==> config.mk <==
export PLATFORM = sky130hd
export DESIGN_NAME = core_irq_steer
export DESIGN_NICKNAME = d
export VERILOG_FILES = /design/src/rtl/irq_steer_pkg.sv /design/src/rtl/steer_regs.sv /design/src/rtl/steer_lane.sv /design/src/rtl/core_irq_steer.sv
export SDC_FILE = /design/constraint.sdc
export NUM_CORES = 1
export LEC_CHECK = 0
export BUFFER_PORTS_ARGS = -buffer_cell sky130_fd_sc_hd__buf_2
export CORE_ASPECT_RATIO = 2
export CORE_UTILIZATION = 25
export DETAILED_ROUTE_END_ITERATION = 12
export GPL_ROUTABILITY_DRIVEN = 0
export HOLD_SLACK_MARGIN = 0.02
export SYNTH_ARGS = -nofsm -noshare
export SYNTH_HDL_FRONTEND = slang
export SYNTH_SLANG_ARGS = --single-unit
==> constraint.sdc <==
create_clock -name clk -period 2.07 [get_ports clk]
set_clock_uncertainty 0.1 [all_clocks]
set_input_delay 0 -clock clk [delete_from_list [all_inputs] [get_ports clk]]
set_output_delay 0 -clock clk [all_outputs]
set_load 0.02 [all_outputs]
==> src/rtl/irq_steer_pkg.sv <==
package irq_steer_pkg;

    localparam int NUM_CORES = 4;
    localparam int SRC_N     = 4;
    localparam int CTL_W     = 2 * SRC_N;
    localparam int DATA_W    = 32;
    localparam int ADDR_W    = 8;
    localparam int SEL_W     = 2;

    localparam int TMR_LSB   = 0;
    localparam int MBX_LSB   = TMR_LSB + SRC_N;
    localparam int UP_BIT    = MBX_LSB + SRC_N;

    localparam logic [ADDR_W-1:0] OFS_ROUTE = 8'h0C;
    localparam logic [3:0] PAGE_LOW  = 4'h0;
    localparam logic [3:0] PAGE_TCTL = 4'h4;
    localparam logic [3:0] PAGE_MCTL = 4'h5;
    localparam logic [3:0] PAGE_ISRC = 4'h6;
    localparam logic [3:0] PAGE_FSRC = 4'h7;

    typedef enum logic [2:0] {
        RK_NONE,
        RK_ROUTE,
        RK_TCTL,
        RK_MCTL,
        RK_ISRC,
        RK_FSRC
    } reg_kind_e;

endpackage

==> src/rtl/steer_regs.sv <==
module steer_regs
    import irq_steer_pkg::*;
#(
    parameter int N_CORES = NUM_CORES
) (
    input  logic                                 clk,
    input  logic                                 rst_n,
    input  logic                                 bus_vld,
    input  logic                                 bus_wr,
    input  logic [ADDR_W-1:0]                    bus_addr,
    input  logic [DATA_W-1:0]                    bus_wdata,
    output logic [DATA_W-1:0]                    bus_rdata,
    input  logic [N_CORES-1:0][DATA_W-1:0]       stat_irq,
    input  logic [N_CORES-1:0][DATA_W-1:0]       stat_fiq,
    output logic [SEL_W-1:0]                     route_irq,
    output logic [SEL_W-1:0]                     route_fiq,
    output logic [N_CORES-1:0][CTL_W-1:0]        tctl,
    output logic [N_CORES-1:0][CTL_W-1:0]        mctl
);

    reg_kind_e              kind;
    logic [SEL_W-1:0]       idx;
    logic [DATA_W-1:0]      rd_val;
    logic [DATA_W-1:0]      rdata_q;
    logic [SEL_W-1:0]       route_irq_q, route_fiq_q;
    logic [N_CORES-1:0][CTL_W-1:0] tctl_q, mctl_q;
    logic                   unused_wdata_hi;

    assign unused_wdata_hi = ^bus_wdata[DATA_W-1:CTL_W];
    assign idx = bus_addr[3:2];

    // Offset decode: aligned accesses only, per-core pages indexed by addr[3:2]
    always_comb begin
        kind = RK_NONE;
        if (bus_addr[1:0] == 2'b00 && int'(idx) < N_CORES) begin
            unique case (bus_addr[7:4])
                PAGE_LOW:  kind = (bus_addr == OFS_ROUTE) ? RK_ROUTE : RK_NONE;
                PAGE_TCTL: kind = RK_TCTL;
                PAGE_MCTL: kind = RK_MCTL;
                PAGE_ISRC: kind = RK_ISRC;
                PAGE_FSRC: kind = RK_FSRC;
                default:   kind = RK_NONE;
            endcase
        end
    end

    always_comb begin
        rd_val = '0;
        unique case (kind)
            RK_ROUTE: rd_val[2*SEL_W-1:0] = {route_fiq_q, route_irq_q};
            RK_TCTL:  rd_val[CTL_W-1:0]   = tctl_q[idx];
            RK_MCTL:  rd_val[CTL_W-1:0]   = mctl_q[idx];
            RK_ISRC:  rd_val              = stat_irq[idx];
            RK_FSRC:  rd_val              = stat_fiq[idx];
            default:  rd_val              = '0;
        endcase
    end

    always_ff @(posedge clk or negedge rst_n) begin
        if (!rst_n) begin
            route_irq_q <= '0;
            route_fiq_q <= '0;
            tctl_q      <= '0;
            mctl_q      <= '0;
            rdata_q     <= '0;
        end else if (bus_vld) begin
            if (bus_wr) begin
                unique case (kind)
                    RK_ROUTE: begin
                        route_irq_q <= bus_wdata[SEL_W-1:0];
                        route_fiq_q <= bus_wdata[2*SEL_W-1:SEL_W];
                    end
                    RK_TCTL: tctl_q[idx] <= bus_wdata[CTL_W-1:0];
                    RK_MCTL: mctl_q[idx] <= bus_wdata[CTL_W-1:0];
                    default: ;
                endcase
            end else begin
                rdata_q <= rd_val;
            end
        end
    end

    assign bus_rdata = rdata_q;
    assign route_irq = route_irq_q;
    assign route_fiq = route_fiq_q;
    assign tctl      = tctl_q;
    assign mctl      = mctl_q;

    a_r2_route_upper_zero: assert property (@(posedge clk) disable iff (!rst_n)
        (bus_vld && !bus_wr && kind == RK_ROUTE) |=> (bus_rdata[DATA_W-1:2*SEL_W] == '0));

    a_r9_unmapped_reads_zero: assert property (@(posedge clk) disable iff (!rst_n)
        (bus_vld && !bus_wr && kind == RK_NONE) |=> (bus_rdata == '0));

    a_r10_rdata_holds: assert property (@(posedge clk) disable iff (!rst_n)
        !(bus_vld && !bus_wr) |=> $stable(bus_rdata));

endmodule

==> src/rtl/steer_lane.sv <==
module steer_lane
    import irq_steer_pkg::*;
(
    input  logic              clk,
    input  logic              rst_n,
    input  logic [SRC_N-1:0]  tmr_lvl,
    input  logic [SRC_N-1:0]  mbx_pend,
    input  logic [CTL_W-1:0]  tctl,
    input  logic [CTL_W-1:0]  mctl,
    input  logic              up_irq_hit,
    input  logic              up_fiq_hit,
    output logic [DATA_W-1:0] stat_irq,
    output logic [DATA_W-1:0] stat_fiq,
    output logic              out_irq,
    output logic              out_fiq
);

    // Split one source group by its control byte: fast enable wins over normal
    function automatic logic [CTL_W-1:0] steer_group(
        input logic [SRC_N-1:0] lvl,
        input logic [CTL_W-1:0] ctl
    );
        logic [SRC_N-1:0] fast, norm;
        fast = lvl & ctl[CTL_W-1:SRC_N];
        norm = lvl & ctl[SRC_N-1:0] & ~ctl[CTL_W-1:SRC_N];
        return {fast, norm};
    endfunction

    logic [CTL_W-1:0]  tmr_split, mbx_split;
    logic [DATA_W-1:0] irq_nxt, fiq_nxt;
    logic [DATA_W-1:0] stat_irq_q, stat_fiq_q;
    logic              out_irq_q, out_fiq_q;

    always_comb begin
        tmr_split = steer_group(tmr_lvl, tctl);
        mbx_split = steer_group(mbx_pend, mctl);
        irq_nxt = '0;
        fiq_nxt = '0;
        irq_nxt[TMR_LSB +: SRC_N] = tmr_split[SRC_N-1:0];
        fiq_nxt[TMR_LSB +: SRC_N] = tmr_split[CTL_W-1:SRC_N];
        irq_nxt[MBX_LSB +: SRC_N] = mbx_split[SRC_N-1:0];
        fiq_nxt[MBX_LSB +: SRC_N] = mbx_split[CTL_W-1:SRC_N];
        irq_nxt[UP_BIT]           = up_irq_hit;
        fiq_nxt[UP_BIT]           = up_fiq_hit;
    end

    always_ff @(posedge clk or negedge rst_n) begin
        if (!rst_n) begin
            stat_irq_q <= '0;
            stat_fiq_q <= '0;
            out_irq_q  <= 1'b0;
            out_fiq_q  <= 1'b0;
        end else begin
            stat_irq_q <= irq_nxt;
            stat_fiq_q <= fiq_nxt;
            out_irq_q  <= |irq_nxt;
            out_fiq_q  <= |fiq_nxt;
        end
    end

    assign stat_irq = stat_irq_q;
    assign stat_fiq = stat_fiq_q;
    assign out_irq  = out_irq_q;
    assign out_fiq  = out_fiq_q;

    // a local source never shows in both words
    a_r5_fast_excludes_normal: assert property (@(posedge clk) disable iff (!rst_n)
        ((stat_irq[UP_BIT-1:0] & stat_fiq[UP_BIT-1:0]) == '0));

    // a timer bit only shows if its line was high and some enable was set
    a_r5_timer_masked: assert property (@(posedge clk) disable iff (!rst_n)
        ((stat_irq[SRC_N-1:0] | stat_fiq[SRC_N-1:0]) &
         ~($past(tmr_lvl) & ($past(tctl[SRC_N-1:0]) | $past(tctl[CTL_W-1:SRC_N])))) == '0);

    a_r6_upper_bits_zero: assert property (@(posedge clk) disable iff (!rst_n)
        (stat_irq[DATA_W-1:UP_BIT+1] == '0) && (stat_fiq[DATA_W-1:UP_BIT+1] == '0));

    a_r8_lines_match_words: assert property (@(posedge clk) disable iff (!rst_n)
        (out_irq == (stat_irq != '0)) && (out_fiq == (stat_fiq != '0)));

endmodule

==> src/rtl/core_irq_steer.sv <==
module core_irq_steer
    import irq_steer_pkg::*;
#(
    parameter int N_CORES = NUM_CORES,
    localparam int SRC_BITS = N_CORES * SRC_N
) (
    input  logic                 clk,
    input  logic                 rst_n,
    input  logic                 bus_vld,
    input  logic                 bus_wr,
    input  logic [ADDR_W-1:0]    bus_addr,
    input  logic [DATA_W-1:0]    bus_wdata,
    output logic [DATA_W-1:0]    bus_rdata,
    input  logic [SRC_BITS-1:0]  tmr_lvl,
    input  logic [SRC_BITS-1:0]  mbx_pend,
    input  logic                 up_irq,
    input  logic                 up_fiq,
    output logic [N_CORES-1:0]   core_irq,
    output logic [N_CORES-1:0]   core_fiq
);

    logic [SEL_W-1:0]               route_irq, route_fiq;
    logic [N_CORES-1:0][CTL_W-1:0]  tctl, mctl;
    logic [N_CORES-1:0][DATA_W-1:0] stat_irq, stat_fiq;
    logic [N_CORES-1:0]             up_irq_col, up_fiq_col;

    steer_regs #(.N_CORES(N_CORES)) regs_i (
        .clk       (clk),
        .rst_n     (rst_n),
        .bus_vld   (bus_vld),
        .bus_wr    (bus_wr),
        .bus_addr  (bus_addr),
        .bus_wdata (bus_wdata),
        .bus_rdata (bus_rdata),
        .stat_irq  (stat_irq),
        .stat_fiq  (stat_fiq),
        .route_irq (route_irq),
        .route_fiq (route_fiq),
        .tctl      (tctl),
        .mctl      (mctl)
    );

    for (genvar c = 0; c < N_CORES; c++) begin : g_lane
        logic irq_hit, fiq_hit;
        assign irq_hit = up_irq && (int'(route_irq) == c);
        assign fiq_hit = up_fiq && (int'(route_fiq) == c);

        steer_lane lane_i (
            .clk        (clk),
            .rst_n      (rst_n),
            .tmr_lvl    (tmr_lvl[c*SRC_N +: SRC_N]),
            .mbx_pend   (mbx_pend[c*SRC_N +: SRC_N]),
            .tctl       (tctl[c]),
            .mctl       (mctl[c]),
            .up_irq_hit (irq_hit),
            .up_fiq_hit (fiq_hit),
            .stat_irq   (stat_irq[c]),
            .stat_fiq   (stat_fiq[c]),
            .out_irq    (core_irq[c]),
            .out_fiq    (core_fiq[c])
        );

        assign up_irq_col[c] = stat_irq[c][UP_BIT];
        assign up_fiq_col[c] = stat_fiq[c][UP_BIT];
    end

    // each upstream line lands on at most one core
    a_r7_up_single_target: assert property (@(posedge clk) disable iff (!rst_n)
        $onehot0(up_irq_col) && $onehot0(up_fiq_col));

    // no upstream bit without the upstream line one cycle earlier
    a_r7_up_needs_line: assert property (@(posedge clk) disable iff (!rst_n)
        ((!$past(up_irq) -> (up_irq_col == '0)) && (!$past(up_fiq) -> (up_fiq_col == '0))));

endmodule

==> results.tsv <==
metric	value	unit
Yosys cell types	45	
dpl ws	0.07426	ns
Required @ worst endpoint	2.27	ns
final non-filler cell area	0.009110	mm^2
Synth Warn #	0	
Setup Buffers After CTS	0	
Seq cells post-synth	157	
placed cell area	0.008059	mm^2
Die Wd	121.2	um
Core Rows	87	
final hold vios	0	
largest net degree at the start of global routing	50	
critical path endpoint category	flip-flop	
hold path start	bus_addr[0]	
RSZ-0062 raised after global routing	false	
asr flop ratio synth	100.0	%
PwrDens	758.2	mW/mm^2
fmax	505.3	MHz
most common cell after layout, fill and taps aside	dfrtp_1	
Final min period	1.979	ns
clock slew at reported path FFs	0.06	ns
Primary FF master, synth	dfrtp_1	
Starting DRT DRC Count	240	
Avg WL per Cell	21.86	um
root buf cell	clkbuf_16	
most frequent cells in the layout	dfrtp_1, buf_2, mux2_2	
Reg-to-Reg Start	regs_i.tctl[5]	
Die ar.	0.02914	mm^2
switch share	23.09	%
Worst R2R Setup Slack	0.09	ns
diode count	0	
final worst slack	0.09103	ns
NetSw	1.595	mW
GRT Total Usage	16.41	%
Flop pwr share	46.1	%
# nets final	740	
setup TNS	0	ns
failing checks	design-rule violations	
Max-Slew Margin vs Limit	61.03	%
Routed Antenna Nets	0	
total number of vias	4814	
Power Internal	5.312	mW
dominant cell type by area after synthesis	dfrtp_1	
Core ar.	0.02808	mm^2
layout cells sized above 1	38.34	%
Skew-Pair Late Insertion Delay	0.43	ns
final worst path period share	95.60	%
CTS sink count	157	
final core utilization	32.44	%
share of the synthesized area in the top cell type	55.30	%
power share of the clock group	44.7	%
Synth Instances	508	
CTS tree	yes	
clk buf depth	2	
drt pass-1 iters	8	
status	complete, but fails checks	
Worst Path Arrival	2.18	ns
Avg Inst Size Synth	13.98	um^2
DRC	3	
Post-synth EDFFs	0	
Boundary Pins	118	
Max Cap Violations	0	
vias in the first global route	5198	
Starting Density	25.30	%
crit path launch type	flip-flop	
maximum vdd drop	0.0006385	V
die height	240.4	um
Final HPWL DP	18.04	mm
Via density	4.678	
max-slew violations	0	
leak pwr	4.540	nW
crit path kind	reg2reg	
Slew @ Worst Pin	0.5845	ns
post-synthesis sequential area ratio	55.30	%
hold crit path type	in2reg	
CTS-repair resized insts	0	
Routed WL	22.50	mm
H-tree Lvls	4	
TritonCTS Buffers	17	
Cell Area, Synth	0.007104	mm^2
crit path max fanout	2	
first-pass GRT wire length	32.89	mm
Area Overhead vs Synth	28.23	%
Comb pwr share	9.2	%
Port Buf Inserts	70	
Area contributors post-synth	dfrtp_1, mux4_2, mux2_2	
Setup-failing EPs final	0	
initial antenna violation count	0	
GRT overflow	0	
crit path from	regs_i.tctl[5]	
Pwr Total	6.907	mW
stage by stage:
step / instances / hold WS, ns
6_report: 1029 / 0.1372
5_1_grt: 1029 / 0.1736
4_1_cts: 1029 / 0.1480
3_5_place_dp: 951 / -0.1126
3_3_place_gp: 951 / -0.1143
2_1_floorplan: 530 / -0.3956
area by class of cell:
type,instances,area [um^2]
Fill cell,2810,18970
Sequential cell,157,3929
Multi-Input combinational cell,326,2929
Timing Repair Buffer,159,1232
Clock buffer,21,450.4
Tap cell,356,445.4
Clock inverter,9,120.1
Inverter,1,3.754
critical path: stages, from the launching register on:
cell	delay [ns]
dfrtp_1	0.38
and2_1	0.18
or4_1	0.55
or4b_2	0.64
sequential cells by signal (all words and copies together), names as in the netlist:
signal	cells
regs_i.route_irq	2
g_lane.lane_i.stat_irq	36
regs_i.route_fiq	2
g_lane.lane_i.stat_fiq	36
g_lane.lane_i.out_fiq	4
g_lane.lane_i.out_irq	4
regs_i.mctl	32
regs_i.bus_rdata	9
regs_i.tctl	32
per-layer routing:
layer	global-route usage, %	share of wire, %	vias to the layer above
li1	-	-	2108
met1	14.14	31	2461
met2	30.61	56	171
met3	2.870	3.1	74
met4	16.12	10	0
met5	0	0	-
cell usage after synthesis (3+ instances only):
library cell    n
a221oi_1        5
mux2i_1         9
or4_1           7
and3b_1         8
buf_2           8
or4b_2          3
nor3_1          9
nor2_1         35
mux4_2         34
o21ai_0         3
a22o_1          7
buf_4          34
dfrtp_1       157
and3_1          5
o221ai_1        4
and2_1         33
o22ai_1         3
nand2_1        39
mux2_2         67
power groups by stage:
stage               registers, mW  logic (mW)  clock network (mW)
floorplan                    3.22       0.317                   0
global placement             3.24       0.563                   0
CTS                          3.19       0.639                3.13
detailed placement           3.24       0.568                   0
global route                 3.19       0.677                3.26
finish                       3.19       0.633                3.09
kinds of logic (layout without fill, tap and decap cells):
logic type | after synthesis | in the layout | share of synthesized area, %
AND/OR/NAND/NOR | 165 | 165 | 14.00
flip-flops | 157 | 157 | 55.30
multiplexers | 111 | 111 | 22.82
buffers and inverters | 47 | 190 | 4.632
AO/OA/AOI/OAI | 27 | 27 | 3.188
other | 1 | 23 | 0.05278
path summary, 6_finish.rpt:
path / to / depth (start not counted)
hold / removal: regs_i.bus_rdata[7] / 4
setup reg to reg: g_lane[0].lane_i.out_fiq / 3
setup / recovery: g_lane[0].lane_i.out_fiq / 3
hold reg to reg: g_lane[1].lane_i.stat_irq[8] / 1
min in group asynchronous: g_lane[0].lane_i.stat_irq[2] / 3
max in group asynchronous: g_lane[0].lane_i.stat_fiq[1] / 4
repair_timing:
action                                  CTS  global route
hold buffers                             48             0
hold endpoints to repair                313             0
endpoints found under the setup margin    0             0
(Power assumes the default switching activity.)
